==> src/rtl/bank_ext_pkg.sv <==
// Package: shared constants for the bank extension controller.
// Assumes an 8-bit data bus and a 16-bit CPU address bus.
package bank_ext_pkg;
    localparam logic [7:0]  OP_LOAD_IIX  = 8'hB1;
    localparam logic [7:0]  OP_STORE_IIX = 8'h91;
    localparam logic [15:0] ADDR_CODE_BANK = 16'h0000;
    localparam logic [15:0] ADDR_DATA_BANK = 16'h0001;
    localparam int          SEQ_W = 3;
endpackage

==> src/rtl/bank_ext_regs.sv <==
// Module: the code-bank and data-bank registers, with their read path.
// Writes are honoured whatever the state of RDY; the read value is combinational.
module bank_ext_regs
    import bank_ext_pkg::*;
#(
    parameter int BANK_W = 4
) (
    input  logic              clk,
    input  logic              rst_n,
    input  logic [15:0]       cpu_addr,
    input  logic [7:0]        cpu_data,
    input  logic              cpu_rw,
    output logic [BANK_W-1:0] code_bank,
    output logic [BANK_W-1:0] data_bank,
    output logic [7:0]        rd_data,
    output logic              rd_en
);
    localparam int PAD_W = 8 - BANK_W;

    logic hit_code, hit_data;
    assign hit_code = (cpu_addr == ADDR_CODE_BANK);
    assign hit_data = (cpu_addr == ADDR_DATA_BANK);

    // Purpose: load the registers on write cycles to their addresses.
    always_ff @(posedge clk) begin
        if (!rst_n) begin
            code_bank <= '1;
            data_bank <= '1;
        end else if (!cpu_rw) begin
            if (hit_code) code_bank <= cpu_data[BANK_W-1:0];
            if (hit_data) data_bank <= cpu_data[BANK_W-1:0];
        end
    end

    // Purpose: return the addressed register, zero-extended, on read cycles.
    always_comb begin
        rd_en   = cpu_rw && (hit_code || hit_data);
        rd_data = '0;
        if (cpu_rw && hit_code) rd_data = {{PAD_W{1'b0}}, code_bank};
        if (cpu_rw && hit_data) rd_data = {{PAD_W{1'b0}}, data_bank};
    end

    // a write to $0000 is visible in the code bank on the next cycle
    a_r1_code_write: assert property (@(posedge clk) disable iff (!rst_n)
        (!cpu_rw && hit_code) |=> (code_bank == $past(cpu_data[BANK_W-1:0])));
    // a write to $0001 is visible in the data bank on the next cycle
    a_r1_data_write: assert property (@(posedge clk) disable iff (!rst_n)
        (!cpu_rw && hit_data) |=> (data_bank == $past(cpu_data[BANK_W-1:0])));
    // a write cycle never drives the read path
    a_r2_no_read_on_write: assert property (@(posedge clk) disable iff (!rst_n)
        !cpu_rw |-> !rd_en);
endmodule

==> src/rtl/bank_ext_seq.sv <==
// Module: tracks the indirect-indexed load/store through its bus cycles.
// seq_cnt counts the completed cycles of an armed instruction (0 = idle).
// A cycle completes when RDY is high or when it is a write cycle.
// A false fetch at interrupt entry is detected when A0 does not toggle in cycle 2.
module bank_ext_seq
    import bank_ext_pkg::*;
(
    input  logic        clk,
    input  logic        rst_n,
    input  logic        addr_lsb,
    input  logic [7:0]  cpu_data,
    input  logic        cpu_rw,
    input  logic        cpu_sync,
    input  logic        cpu_rdy,
    output logic        use_data_bank
);
    logic [SEQ_W-1:0] seq_cnt;
    logic             fetch_lsb;
    logic             advance, is_target;

    assign advance   = cpu_rdy || !cpu_rw;
    assign is_target = (cpu_data == OP_LOAD_IIX) || (cpu_data == OP_STORE_IIX);

    // Purpose: step the cycle counter on each completed bus cycle.
    always_ff @(posedge clk) begin
        if (!rst_n) begin
            seq_cnt   <= '0;
            fetch_lsb <= 1'b0;
        end else if (advance) begin
            if (cpu_sync) begin
                seq_cnt   <= is_target ? SEQ_W'(1) : '0;
                fetch_lsb <= addr_lsb;
            end else begin
                case (seq_cnt)
                    SEQ_W'(1): seq_cnt <= (addr_lsb == fetch_lsb) ? '0 : SEQ_W'(2);
                    SEQ_W'(2), SEQ_W'(3), SEQ_W'(4): seq_cnt <= seq_cnt + SEQ_W'(1);
                    default:   seq_cnt <= '0;
                endcase
            end
        end
    end

    // Purpose: mark cycles 5 and 6 of the armed instruction.
    assign use_data_bank = (seq_cnt == SEQ_W'(4)) || (seq_cnt == SEQ_W'(5));

    // a stalled read cycle freezes the sequence position
    a_r9_stall_hold: assert property (@(posedge clk) disable iff (!rst_n)
        (!advance) |=> $stable(seq_cnt));
    // no A0 toggle after the fetch drops the armed sequence
    a_r8_false_fetch: assert property (@(posedge clk) disable iff (!rst_n)
        (seq_cnt == SEQ_W'(1) && advance && !cpu_sync && addr_lsb == fetch_lsb)
        |=> !use_data_bank && seq_cnt == '0);
    // the counter never leaves its legal range
    a_r10_range: assert property (@(posedge clk) disable iff (!rst_n)
        seq_cnt <= SEQ_W'(5));
endmodule

==> src/rtl/bank_ext_ctrl.sv <==
// Module: top of the bank extension controller.
// Picks the code or data bank for each bus cycle. The bank choice is registered,
// and a fetch cycle (SYNC high) always forces the code bank.
module bank_ext_ctrl
    import bank_ext_pkg::*;
#(
    parameter int BANK_W = 4
) (
    input  logic              clk,
    input  logic              rst_n,
    input  logic [15:0]       cpu_addr,
    input  logic [7:0]        cpu_data,
    input  logic              cpu_rw,
    input  logic              cpu_sync,
    input  logic              cpu_rdy,
    output logic [BANK_W-1:0] bank_out,
    output logic [7:0]        reg_rd_data,
    output logic              reg_rd_en
);
    logic [BANK_W-1:0] code_bank, data_bank;
    logic              use_data_bank;

    bank_ext_regs #(.BANK_W(BANK_W)) u_regs (
        .clk(clk), .rst_n(rst_n), .cpu_addr(cpu_addr), .cpu_data(cpu_data),
        .cpu_rw(cpu_rw), .code_bank(code_bank), .data_bank(data_bank),
        .rd_data(reg_rd_data), .rd_en(reg_rd_en)
    );

    bank_ext_seq u_seq (
        .clk(clk), .rst_n(rst_n), .addr_lsb(cpu_addr[0]), .cpu_data(cpu_data),
        .cpu_rw(cpu_rw), .cpu_sync(cpu_sync), .cpu_rdy(cpu_rdy),
        .use_data_bank(use_data_bank)
    );

    // Purpose: select the bank for this cycle; a fetch always uses the code bank.
    assign bank_out = (use_data_bank && !cpu_sync) ? data_bank : code_bank;

    // an opcode fetch never sees a data bank that differs from the code bank
    a_r7_fetch_code_bank: assert property (@(posedge clk) disable iff (!rst_n)
        cpu_sync |-> (bank_out == code_bank));
    // the bank output is always one of the two registers
    a_r5_bank_source: assert property (@(posedge clk) disable iff (!rst_n)
        (bank_out == code_bank) || (bank_out == data_bank));
endmodule

==> config.mk <==
export PLATFORM = sky130hd
export DESIGN_NAME = bank_ext_ctrl
export DESIGN_NICKNAME = d
export VERILOG_FILES = /design/src/rtl/bank_ext_pkg.sv /design/src/rtl/bank_ext_regs.sv /design/src/rtl/bank_ext_seq.sv /design/src/rtl/bank_ext_ctrl.sv
export SDC_FILE = /design/constraint.sdc
export NUM_CORES = 1
export LEC_CHECK = 0
export BUFFER_PORTS_ARGS = -buffer_cell sky130_fd_sc_hd__buf_4
export CORE_ASPECT_RATIO = 1.4
export CORE_MARGIN = 2
export CORE_UTILIZATION = 35
export DETAILED_ROUTE_END_ITERATION = 8
export PLACE_DENSITY = 0.71
export SLEW_MARGIN = 0
export SYNTH_ARGS = -nofsm -noshare
export SYNTH_HDL_FRONTEND = slang
export SYNTH_SLANG_ARGS = --single-unit
==> constraint.sdc <==
create_clock -name clk -period 2.2 [get_ports clk]
set_input_delay 0.44 -clock clk [delete_from_list [all_inputs] [get_ports clk]]
set_output_delay 0.44 -clock clk [all_outputs]
set_load 0.01 [all_outputs]
Yosys cells after proc, flatten, opt, wreduce, memory -nomap -nowiden

Index checks and enable logic that the tools add are counted.

Multiplexer cells: 7
Eq/ne operators: 9
Bitwise logic cells: 1
$add $sub $neg: 1
Reduce and logical (&&, ||, !) cells: 15

Operators by type and width:

| cell                                           | number |
|---|---|
| == test 16 x 1 -> 1 bit, second input constant | 1 |
| == test 8 bit, second input constant           | 2 |
| zero test 16 bit                               | 1 |
| two-way mux 4 bit                              | 3 |
| == test 3 x 2 -> 1 bit, second input constant  | 2 |
| == test 3 bit, second input constant           | 2 |
| case mux 3 bit (2 select lines)                | 1 |
| AND reduction 2 bit                            | 3 |
| logical AND 1 bit                              | 4 |
| logical OR 1 bit                               | 4 |
| adder 3 x 1 -> 3 bit, second input constant    | 1 |
| == test 3 x 1 -> 1 bit, second input constant  | 1 |
| two-way mux 3 bit                              | 1 |
| OR reduction 3 bit                             | 1 |
| zero test 1 bit                                | 2 |
| two-way mux 2 bit                              | 1 |
| == test 1 bit                                  | 1 |
| two-way mux 1 bit                              | 1 |
| inverter 1 bit                                 | 1 |

Flip-flop bits (word level): 12
Word-level logic and storage cells: 37
Output and inout bits: 13

Longest topological paths before layout

Gate-level depths: netlist of the first run.

Word-level depth: 4
Depth in mapped cells: 6
Depth with buffers taken out: 6

Modules after synthesis

A second synthesis of the first run with hierarchy kept.

Cell total of the unflattened synthesis: 102
Area, all modules: 894.6 um2

Modules (own cells, without submodules):

| module        | sequential area each (um2) | instances | cells each | area an instance (um2) |
|---|---|---|---|---|
| bank_ext_regs | 160.2                      | 1         | 60         | 501.7 |
| bank_ext_seq  | 80.1                       | 1         | 37         | 319.1 |
| bank_ext_ctrl | 0.0                        | 1         | 5          | 73.8 |

Worst setup path before layout of the first run

Ideal clock, no wire load.

Path type: reg-to-output
From: register u_seq.seq_cnt[0]
To: output port bank_out[0]
Arrival time: 1332 ps
Stages on the path, launching flop included: 5
Path buffers: 0
Setup slack: 428 ps
Required time: 1760 ps
Cells stage by stage: dfxtp_1 -> inv_1 -> ha_1 -> o211ai_1 -> mux2_2

Word-level cells in the longest chain between the ends: 4

Ends and longest elaborated chain:

| what                     | line                | source |
|---|---|---|
| start: declaration       | bank_ext_seq.sv:17  | `logic [SEQ_W-1:0] seq_cnt;` |
| start signal: assignment | bank_ext_seq.sv:31  | `seq_cnt <= is_target ? SEQ_W'(1) : '0;` |
| start signal: assignment | bank_ext_seq.sv:35  | `SEQ_W'(1): seq_cnt <= (addr_lsb == fetch_lsb) ? '0 : SEQ_W'(2);` |
| start signal: assignment | bank_ext_seq.sv:36  | `SEQ_W'(2), SEQ_W'(3), SEQ_W'(4): seq_cnt <= seq_cnt + SEQ_W'(1);` |
| == test 3 bit            | bank_ext_seq.sv:44  | `assign use_data_bank = (seq_cnt == SEQ_W'(4)) \|\| (seq_cnt == SEQ_W'(5));` |
| logical OR 1 bit (*)     | bank_ext_seq.sv:44  |  |
| logical AND 1 bit (*)    | bank_ext_ctrl.sv:36 | `assign bank_out = (use_data_bank && !cpu_sync) ? data_bank : code_bank;` |
| two-way mux 4 bit (*)    | bank_ext_ctrl.sv:36 |  |
| end: declaration         | bank_ext_ctrl.sv:16 | `output logic [BANK_W-1:0] bank_out,` |

Mark *: on every way between the ends. The rest lies on a longest branch, timed or not.

Worst setup path after layout of the first run

From: register u_seq.seq_cnt[1]
To: output port bank_out[0]

Same word-level chain as after synthesis.

==> results of run 1 <==
[registers in the layout, indices dropped and copies added (netlist names)]
name,count
u_regs.code_bank,4
u_seq.fetch_lsb,1
u_regs.data_bank,4
u_seq.seq_cnt,3
[final timing paths]
kind	to	depth (start not counted)	startpoint
hold reg to reg	u_seq.seq_cnt[1]	2	u_seq.seq_cnt[1]
setup reg to reg	u_seq.seq_cnt[1]	6	u_seq.seq_cnt[1]
setup / recovery	bank_out[0]	6	u_seq.seq_cnt[1]
hold / removal	u_regs.data_bank[2]	2	rst_n
[kinds of logic (layout without fill, tap and decap cells)]
kind of cell / count (synthesis) / after routing / share of synthesized area, %
AOI/OAI and AO/OA: 24 / 24 / 18.6
xor gates and xnor gates: 1 / 1 / 1.03
adders and majority gates: 5 / 5 / 7.33
buffers and inverters: 19 / 53 / 10.3
DFF: 12 / 12 / 28.2
muxes: 8 / 8 / 9.97
other: 1 / 4 / 0.439
and+or+nand+nor: 26 / 26 / 24.2
[through the flow]
step,worst slack [ns],utilization (%),hold slack [ns]
final,0.0870,49.5,0.444
after global routing,-0.00418,49.5,0.448
after CTS,0.0141,48.7,0.439
after floorplan,0.428,-,0.456
after global placement,0.280,47.7,0.466
after detailed placement,0.244,47.7,0.485
[worst reg2reg max path, delay by kind of cell (launching register included)]
kind            cells  cell delay, ns
compound gates      3            0.65
fa+ha+maj           2            0.35
flops               1            0.33
buf+inv             1            0.13
[power groups by stage]
stage	Combinational [µW]	Clock, µW	Sequential, µW
detailed placement	81.2	0	226
floorplan	35.5	0	225
CTS	81.4	137	221
global placement	79.9	0	226
finish	81.5	132	220
global route	88.7	152	220
[metal layers]
metal / share of wire (%) / GRT usage [%] / vias up / wire length, µm
met2: 57 / 27.1 / 22 / 1090
met5: 0 / 0 / - / 0
met1: 37 / 15.9 / 373 / 718
met4: 0.72 / 4.29 / 0 / 14
met3: 5.6 / 2.60 / 2 / 109
li1: - / - / 415 / -
[cell type report]
cell class / count / area (µm²)
Inverter: 12 / 45.0
Fill cell: 248 / 1190
Sequential cell: 12 / 245
Multi-Input combinational cell: 68 / 543
Timing Repair Buffer: 38 / 285
Clock buffer: 3 / 22.5
Tap cell: 23 / 28.8
[cell usage in the layout (no fill, tap or decap), types with 2 or more instances in the layout]
cell type | synthesis | layout
and2_1 | 2 | 2
inv_1 | 12 | 12
nor4_4 | 3 | 3
nand2b_1 | 3 | 3
o211ai_1 | 9 | 9
nand2_1 | 3 | 3
o21ai_0 | 9 | 9
mux2_2 | 4 | 3
nand4_1 | 2 | 2
mux2i_1 | 4 | 4
nand3_1 | 2 | 2
conb_1 | 1 | 4
nor2_1 | 5 | 5
clkbuf_4 | 0 | 3
ha_1 | 5 | 4
buf_4 | 4 | 38
dfxtp_1 | 12 | 10
[what timing repair did]
action,in CTS,in global routing
setup endpoints to repair,4,4
gates resized for setup,1,4
buffers inserted,0,1
pin swaps,0,1
==> results.md, run 1 <==
* Tmin final at 2.11 ns
* Worst clock skew at 0.00702 ns
* Comb power frac at 18.8%
* DR vias/cell at 5.21
* Unrepaired setup endpoints after global routing: yes
* H-tree depth at 1
* Die Area at 2850 µm²
* DRT iter0 DRCs at 18
* Largest net degree at the start of global routing at 14
* Row cnt at 21
* Sequential share of power at 50.8%
* Design area at 1170 µm²
* Finish-stage setup viols at 0
* Final Hold Viols at 0
* Syn_area_per_cell at 8.89 µm²
* I/O pins at 42
* Die height at 62.4 µm
* Initial Util at 36.1%
* Sw Ratio at 25.1%
* Area growth syn-to-layout at 37.1%
* Drt wl/cell at 12.4 µm
* EDFF count, synth at 0
* Synth Register Bits at 12
* CP startpoint kind: register
* Synth cell count leaders: dfxtp_1, inv_1, o211ai_1, o21ai_0
* CTS root buf: clkbuf_4
* # nets final at 169
* Die Wd at 45.7 µm
* Reg clk slew, reported paths at 0.08 ns
* Layout cell share with drive strength beyond 1 at 40.6%
* DR vias at 812
* Post-synth top area cell: dfxtp_1
* Maximum buffer depth of the clock tree at 2
* Async S/R FF share, synth at 0%
* Int Pwr at 325 µW
* Max-Cap Viols at 0
* CTS Buf Count at 3
* YS warnings at 0
* Count of cell types in the netlist at 31
* Final Cycle Share at 96.0%
* Skew-Pair Late Insertion Delay at 0.27 ns
* Critical Path Max Stage Delay at 0.34 ns
* Register area share after synthesis at 28.2%
* Sink Count at 12
* Cell-by-cell trace of the critical path: inv_1 > ha_1 > o211ai_1 > buf_4 > mux2_2 > buf_4
* Synth top area cells: dfxtp_1, o211ai_1, nor4_4
* First-pass GRT wire length at 3280 µm
* CTS tree: done
* Placed inst area at 1130 µm²
* Crit path DAT at 1.67 ns
* Final GP Congestion at 0.798
* Initial antenna violation count at 0
* IO buf count at 36
* Setup TNS at 0 ns
* Clock network power share at 30.5%
* Non-Filler Instances at 156
* Post-DRT Antenna Nets at 0
* PnR Total Power at 434 µW
* Post-synthesis cell area at 853 µm²
* Largest delay share family, worst path: buffers and inverters
* DP HPWL at 1590 µm
* Inst Count DP at 152
* Crit-path max FO at 4
* Critical Path RT at 1.76 ns
* Crit-path most repeated cell: buf_4
* Psw at 109 µW
* Hold buffer count at cts at 0
* Antenna cells at 0
* Total Wirelength at 1940 µm
* Total GRT Usage at 14.7%
* Count of pins over their slew limit at 0
* Max Fclk at 473 MHz
* Top-area cell type share of the netlist area at 28.2%
* Residual DRC count at 0
* GRT Residual Overflow at 0
* Setup crit end kind: output port
* Status: completed
* Hold Crit Class: in -> reg
* Worst vdd ir at 0.262 mV
* Pwr Density at 371 nW/µm²
* Slowest stage cell, crit path: dfxtp_2
* P_leak at 0.000520 µW
* Internal reg-to-reg setup slack at 0.61 ns
* Synthesized netlist cell count at 96
* Core area at 2360 µm²
* Number of global-route vias before repair at 821
* DRT Pass-1 Iters at 4
* WS Path Type: reg -> out
* Ys flop type: dfxtp_1
* WP buf/inv at 3
Note: power is estimated with default switching activity, not from simulation.
==> run 2: changes to the inputs <==
--- a/config.mk
+++ b/config.mk
@@ -8,9 +8,9 @@
 export BUFFER_PORTS_ARGS = -buffer_cell sky130_fd_sc_hd__buf_4
 export CORE_ASPECT_RATIO = 1.4
 export CORE_MARGIN = 2
-export CORE_UTILIZATION = 35
+export CORE_UTILIZATION = 25
 export DETAILED_ROUTE_END_ITERATION = 8
-export PLACE_DENSITY = 0.71
+export PLACE_DENSITY = 0.56
 export SLEW_MARGIN = 0
 export SYNTH_ARGS = -nofsm -noshare
 export SYNTH_HDL_FRONTEND = slang
==> results.md, run 2 (same netlist as run 1, synthesis figures left out) <==
* Status: completed
* Tmin final at 2.10 ns
* Layout cell share with drive strength beyond 1 at 40.6%
* Leading registers by flop count: u_regs.code_bank (4), u_regs.data_bank (4), u_seq.seq_cnt (3)
* Core area at 3320 µm²
* Die height at 73.1 µm
* Hold slack at 0.481 ns
* Post-DRT Antenna Nets at 0
* Initial Util at 25.7%
* Most common cell after layout, fill and taps aside: buf_4
* Finish-stage setup viols at 0
* Count of pins over their slew limit at 0
* CTS root buf: clkbuf_8
* Max Fclk at 476 MHz
* # nets final at 168
* Critical Path RT at 1.76 ns
* Clock network power share at 44.3%
* I/O pins at 42
* Sink Count at 12
* Setup crit end kind: output port
* Drt wl/cell at 12.9 µm
* Max-Cap Viols at 0
* Crit path DAT at 1.66 ns
* Pwr Density at 450 nW/µm²
* Final design utilization at 36.6%
* Int Pwr at 420 µW
* Final Hold Viols at 0
* Sequential share of power at 40.4%
* Area growth syn-to-layout at 42.1%
* DRT Pass-1 Iters at 4
* Crit-path most repeated cell: buf_4
* Worst vdd ir at 0.431 mV
* Die Wd at 53.4 µm
* CTS tree: done
* Reg clk slew, reported paths at 0.06 ns
* Unrepaired setup endpoints after global routing: no
* Row cnt at 25
* Total Wirelength at 2240 µm
* Setup TNS at 0 ns
* Antenna cells at 0
* WP buf/inv at 3
* DP HPWL at 1800 µm
* Hold buffer count at cts at 0
* Placed inst area at 1150 µm²
* Number of global-route vias before repair at 883
* Largest delay share family, worst path: buffers and inverters
* WS Path Type: reg -> out
* DRT iter0 DRCs at 9
* Comb power frac at 15.3%
* DR vias at 845
* Initial antenna violation count at 0
* Final GP Congestion at 0.690
* First-pass GRT wire length at 3790 µm
* DR vias/cell at 4.88
* Residual DRC count at 0
* CP startpoint kind: register
* Maximum buffer depth of the clock tree at 2
* Total GRT Usage at 12.8%
* H-tree depth at 1
* Most frequent cells in the layout: buf_4, inv_1, dfxtp_1, o211ai_1, o21ai_0
* Critical Path Max Stage Delay at 0.37 ns
* Final Cycle Share at 95.5%
* Die Area at 3900 µm²
* GRT Residual Overflow at 0
* Psw at 126 µW
* Worst clock skew at 0.00114 ns
* IO buf count at 36
* Hold Crit Class: reg -> reg
* Crit-path max FO at 5
* Design area at 1210 µm²
* P_leak at 0.000523 µW
* Largest net degree at the start of global routing at 14
* Post-CTS Setup Bufs at 0
* Slowest stage cell, crit path: dfxtp_4
* Sw Ratio at 23.0%
* Cell-by-cell trace of the critical path: inv_1 > ha_2 > o211ai_1 > buf_4 > mux2_2 > buf_4
* Skew-Pair Late Insertion Delay at 0.24 ns
* Post_cts resized at 1
* CTS Buf Count at 3
run 2: power groups by stage:
stage	combinational, µW	sequential, µW	clock (µW)
after global routing	92.8	221	252
after floorplan	35.5	225	0
final	83.6	221	242
after CTS	83.3	221	246
after global placement	80.7	226	0
after detailed placement	83.0	226	0
run 2: layer usage:
layer / routed length (µm) / global-route usage, % / part of all wire, % / vias up
met5: 0 / 0 / 0 / -
met4: 10 / 3.42 / 0.45 / 0
met3: 222 / 2.25 / 9.9 / 2
met2: 1170 / 24.3 / 52 / 39
met1: 832 / 13.9 / 37 / 393
li1: - / - / - / 411
run 2: path summary, 6_finish.rpt:
path	cells after the start	slack, ns	to	from
max	6	0.1	bank_out[0]	u_seq.seq_cnt[0]
min	2	0.48	u_seq.fetch_lsb	u_seq.fetch_lsb
max reg2reg	6	0.65	u_seq.seq_cnt[1]	u_seq.seq_cnt[0]
min reg2reg	2	0.48	u_seq.fetch_lsb	u_seq.fetch_lsb
run 2: layout make-up:
cell class | count | area, µm²
fill | 368 | 2100
multi-input combinational | 68 | 539
timing repair buffer | 37 | 278
sequential | 12 | 245
clock buffer | 4 | 55.1
tap | 40 | 50.0
inverter | 12 | 45.0
run 2: stage by stage:
step / setup slack, ns / cells / total power (µW)
floorplan: 0.428 / 99 / 261
global placement: 0.239 / 169 / 307
detailed placement: 0.217 / 169 / 309
CTS: 0.0377 / 173 / 551
global route: 0.0318 / 173 / 566
finish: 0.0988 / 173 / 546
run 2: tightest hold or removal path: cells and delay by family, from the launching register on:
kind	cells	cell delay, ns
DFF	1	0.32
and+or+nand+nor	1	0.05
AOI/OAI and AO/OA	1	0.06
==> run 3: changes to the inputs <==
--- a/config.mk
+++ b/config.mk
@@ -6,11 +6,14 @@
 export NUM_CORES = 1
 export LEC_CHECK = 0
 export BUFFER_PORTS_ARGS = -buffer_cell sky130_fd_sc_hd__buf_4
+export CAP_MARGIN = 10
+export CELL_PAD_IN_SITES_DETAIL_PLACEMENT = 1
+export CELL_PAD_IN_SITES_GLOBAL_PLACEMENT = 2
 export CORE_ASPECT_RATIO = 1.4
 export CORE_MARGIN = 2
-export CORE_UTILIZATION = 25
+export CORE_UTILIZATION = 24
 export DETAILED_ROUTE_END_ITERATION = 8
-export PLACE_DENSITY = 0.56
+export PLACE_DENSITY = 0.83
 export SLEW_MARGIN = 0
 export SYNTH_ARGS = -nofsm -noshare
 export SYNTH_HDL_FRONTEND = slang
==> results.md, run 3 (same netlist as run 1, synthesis figures left out) <==
* Status: completed
* P_leak at 0.000517 µW
* Leading registers by flop count: u_regs.code_bank (4), u_regs.data_bank (4), u_seq.seq_cnt (3)
* Hold slack at 0.490 ns
* DR vias/cell at 4.85
* Final GP Congestion at 0.755
* Sw Ratio at 23.1%
* CP startpoint kind: register
* Number of global-route vias before repair at 886
* GRT Residual Overflow at 0
* Core area at 3380 µm²
* Pwr Density at 416 nW/µm²
* Inst Count DP at 169
* H-tree depth at 1
* Reg2reg path depth at 6
* Internal reg-to-reg setup slack at 0.59 ns
* Slowest stage cell, crit path: dfxtp_4
* Non-Filler Instances at 172
* Drt wl/cell at 14.6 µm
* I/O pins at 42
* WS Path Type: reg -> out
* Critical Path RT at 1.76 ns
* DR vias at 834
* Max Fclk at 471 MHz
* CTS root buf: clkbuf_8
* PnR Total Power at 497 µW
* Skew-Pair Late Insertion Delay at 0.23 ns
* Worst vdd ir at 0.178 mV
* Worst setup path endpoint: bank_out[1]
* Comb power frac at 16.8%
* Tmin final at 2.12 ns
* Crit-path max FO at 5
* RR Startpoint: u_seq.seq_cnt[0]
* Clock network power share at 38.7%
* DRT iter0 DRCs at 7
* CTS tree: done
* Hold Crit Class: in -> reg
* CTS Buf Count at 3
* Hold wc startpoint: rst_n
* Crit path DAT at 1.68 ns
* Count of pins over their slew limit at 0
* Crit-path most repeated cell: buf_4
* Reg clk slew, reported paths at 0.05 ns
* Total GRT Usage at 13.8%
* IO buf count at 36
* DRT Pass-1 Iters at 2
* Total Wirelength at 2510 µm
* Int Pwr at 382 µW
* First-pass GRT wire length at 3970 µm
* Final Cycle Share at 96.5%
* Setup TNS at 0 ns
* Most frequent cells in the layout: buf_4, inv_1, dfxtp_1, o211ai_1, o21ai_0
* Crit path from: u_seq.seq_cnt[0]
* Sink Count at 12
* DP HPWL at 2200 µm
* Worst R2R End: u_seq.seq_cnt[1]
* Cell-by-cell trace of the critical path: inv_1 > ha_1 > o211ai_1 > buf_4 > mux2_2 > buf_4
* Sequential share of power at 44.5%
* Most common cell after layout, fill and taps aside: buf_4
* Critical Path Max Stage Delay at 0.36 ns
* Die height at 74.6 µm
* Initial Util at 25.3%
* Row cnt at 25
* Final Hold Viols at 0
* Worst clock skew at 0.00350 ns
* Die Wd at 54.4 µm
* Die Area at 4060 µm²
* Setup crit end kind: output port
* Layout cell share with drive strength beyond 1 at 39.4%
* Max-Cap Viols at 0
* Antenna cells at 0
* Residual DRC count at 0
* Initial antenna violation count at 0
* Psw at 115 µW
* Hold buffer count at cts at 0
* Largest net degree at the start of global routing at 14
* Area growth syn-to-layout at 40.2%
* Finish-stage setup viols at 0
* Maximum buffer depth of the clock tree at 2
* Post-DRT Antenna Nets at 0
* # nets final at 168
## run 3: cell types whose count changed in the layout (fill, tap and decap cells not counted), sizes merged
| cell | delta |
|---|---|
| clkbuf | -1 |
## run 3: routing by layer
| metal | vias to the layer above | track usage, % | wire length (µm) |
|---|---|---|---|
| met2 | 18 | 28.1 | 1570 |
| met4 | 0 | 5.83 | 19 |
| li1 | 410 | - | - |
| met3 | 2 | 2.41 | 104 |
| met5 | - | 0 | 0 |
| met1 | 404 | 12.2 | 813 |
## run 3: what timing repair did
item / CTS / global route
hold endpoints to repair: 0 / 0
gates resized for setup: 1 / 2
buffers inserted: 0 / 0
setup endpoints to repair: 4 / 4
## run 3: area by class of cell
cell class                 count  area [µm²]
clock buffer                   3        41.3
fill                         427        2180
inverter                      12        45.0
multi-input combinational     68         537
sequential                    12         245
tap                           40        50.0
timing repair buffer          37         278
## run 3: through the flow
stage          instance area, µm²  util, %  worst slack (ns)
2_1_floorplan                 865        -             0.428
4_1_cts                      1190     35.3            0.0281
3_5_place_dp                 1150     34.0             0.253
3_3_place_gp                 1150     34.0             0.269
5_1_grt                      1200     35.4          -0.00176
6_report                     1200     35.4            0.0760
## run 3: power groups by stage
| stage | logic (µW) | registers, µW | clock network [µW] |
|---|---|---|---|
| after global placement | 81.4 | 226 | 0 |
| after floorplan | 35.5 | 225 | 0 |
| after detailed placement | 84.9 | 226 | 0 |
| final | 83.8 | 221 | 192 |
| after global routing | 90.8 | 221 | 215 |
| after CTS | 85.0 | 222 | 203 |
## run 3: worst min-delay path by stage
stage                                endpoint  depth (start not counted)  slack [ns]
after detailed placement      u_seq.fetch_lsb                          2        0.51
after global placement        u_seq.fetch_lsb                          2        0.47
after CTS                 u_regs.data_bank[2]                          2        0.49
after global routing      u_regs.data_bank[3]                          2        0.50
final                     u_regs.data_bank[2]                          2        0.49
after floorplan               u_seq.fetch_lsb                          2        0.46
## run 3: critical path: cells and delay by family (launching register included)
| family | cells | cell delay (ns) |
|---|---|---|
| compound gates | 1 | 0.17 |
| flops | 1 | 0.36 |
| mux | 1 | 0.34 |
| buf+inv | 3 | 0.37 |
| fa+ha+maj | 1 | 0.20 |
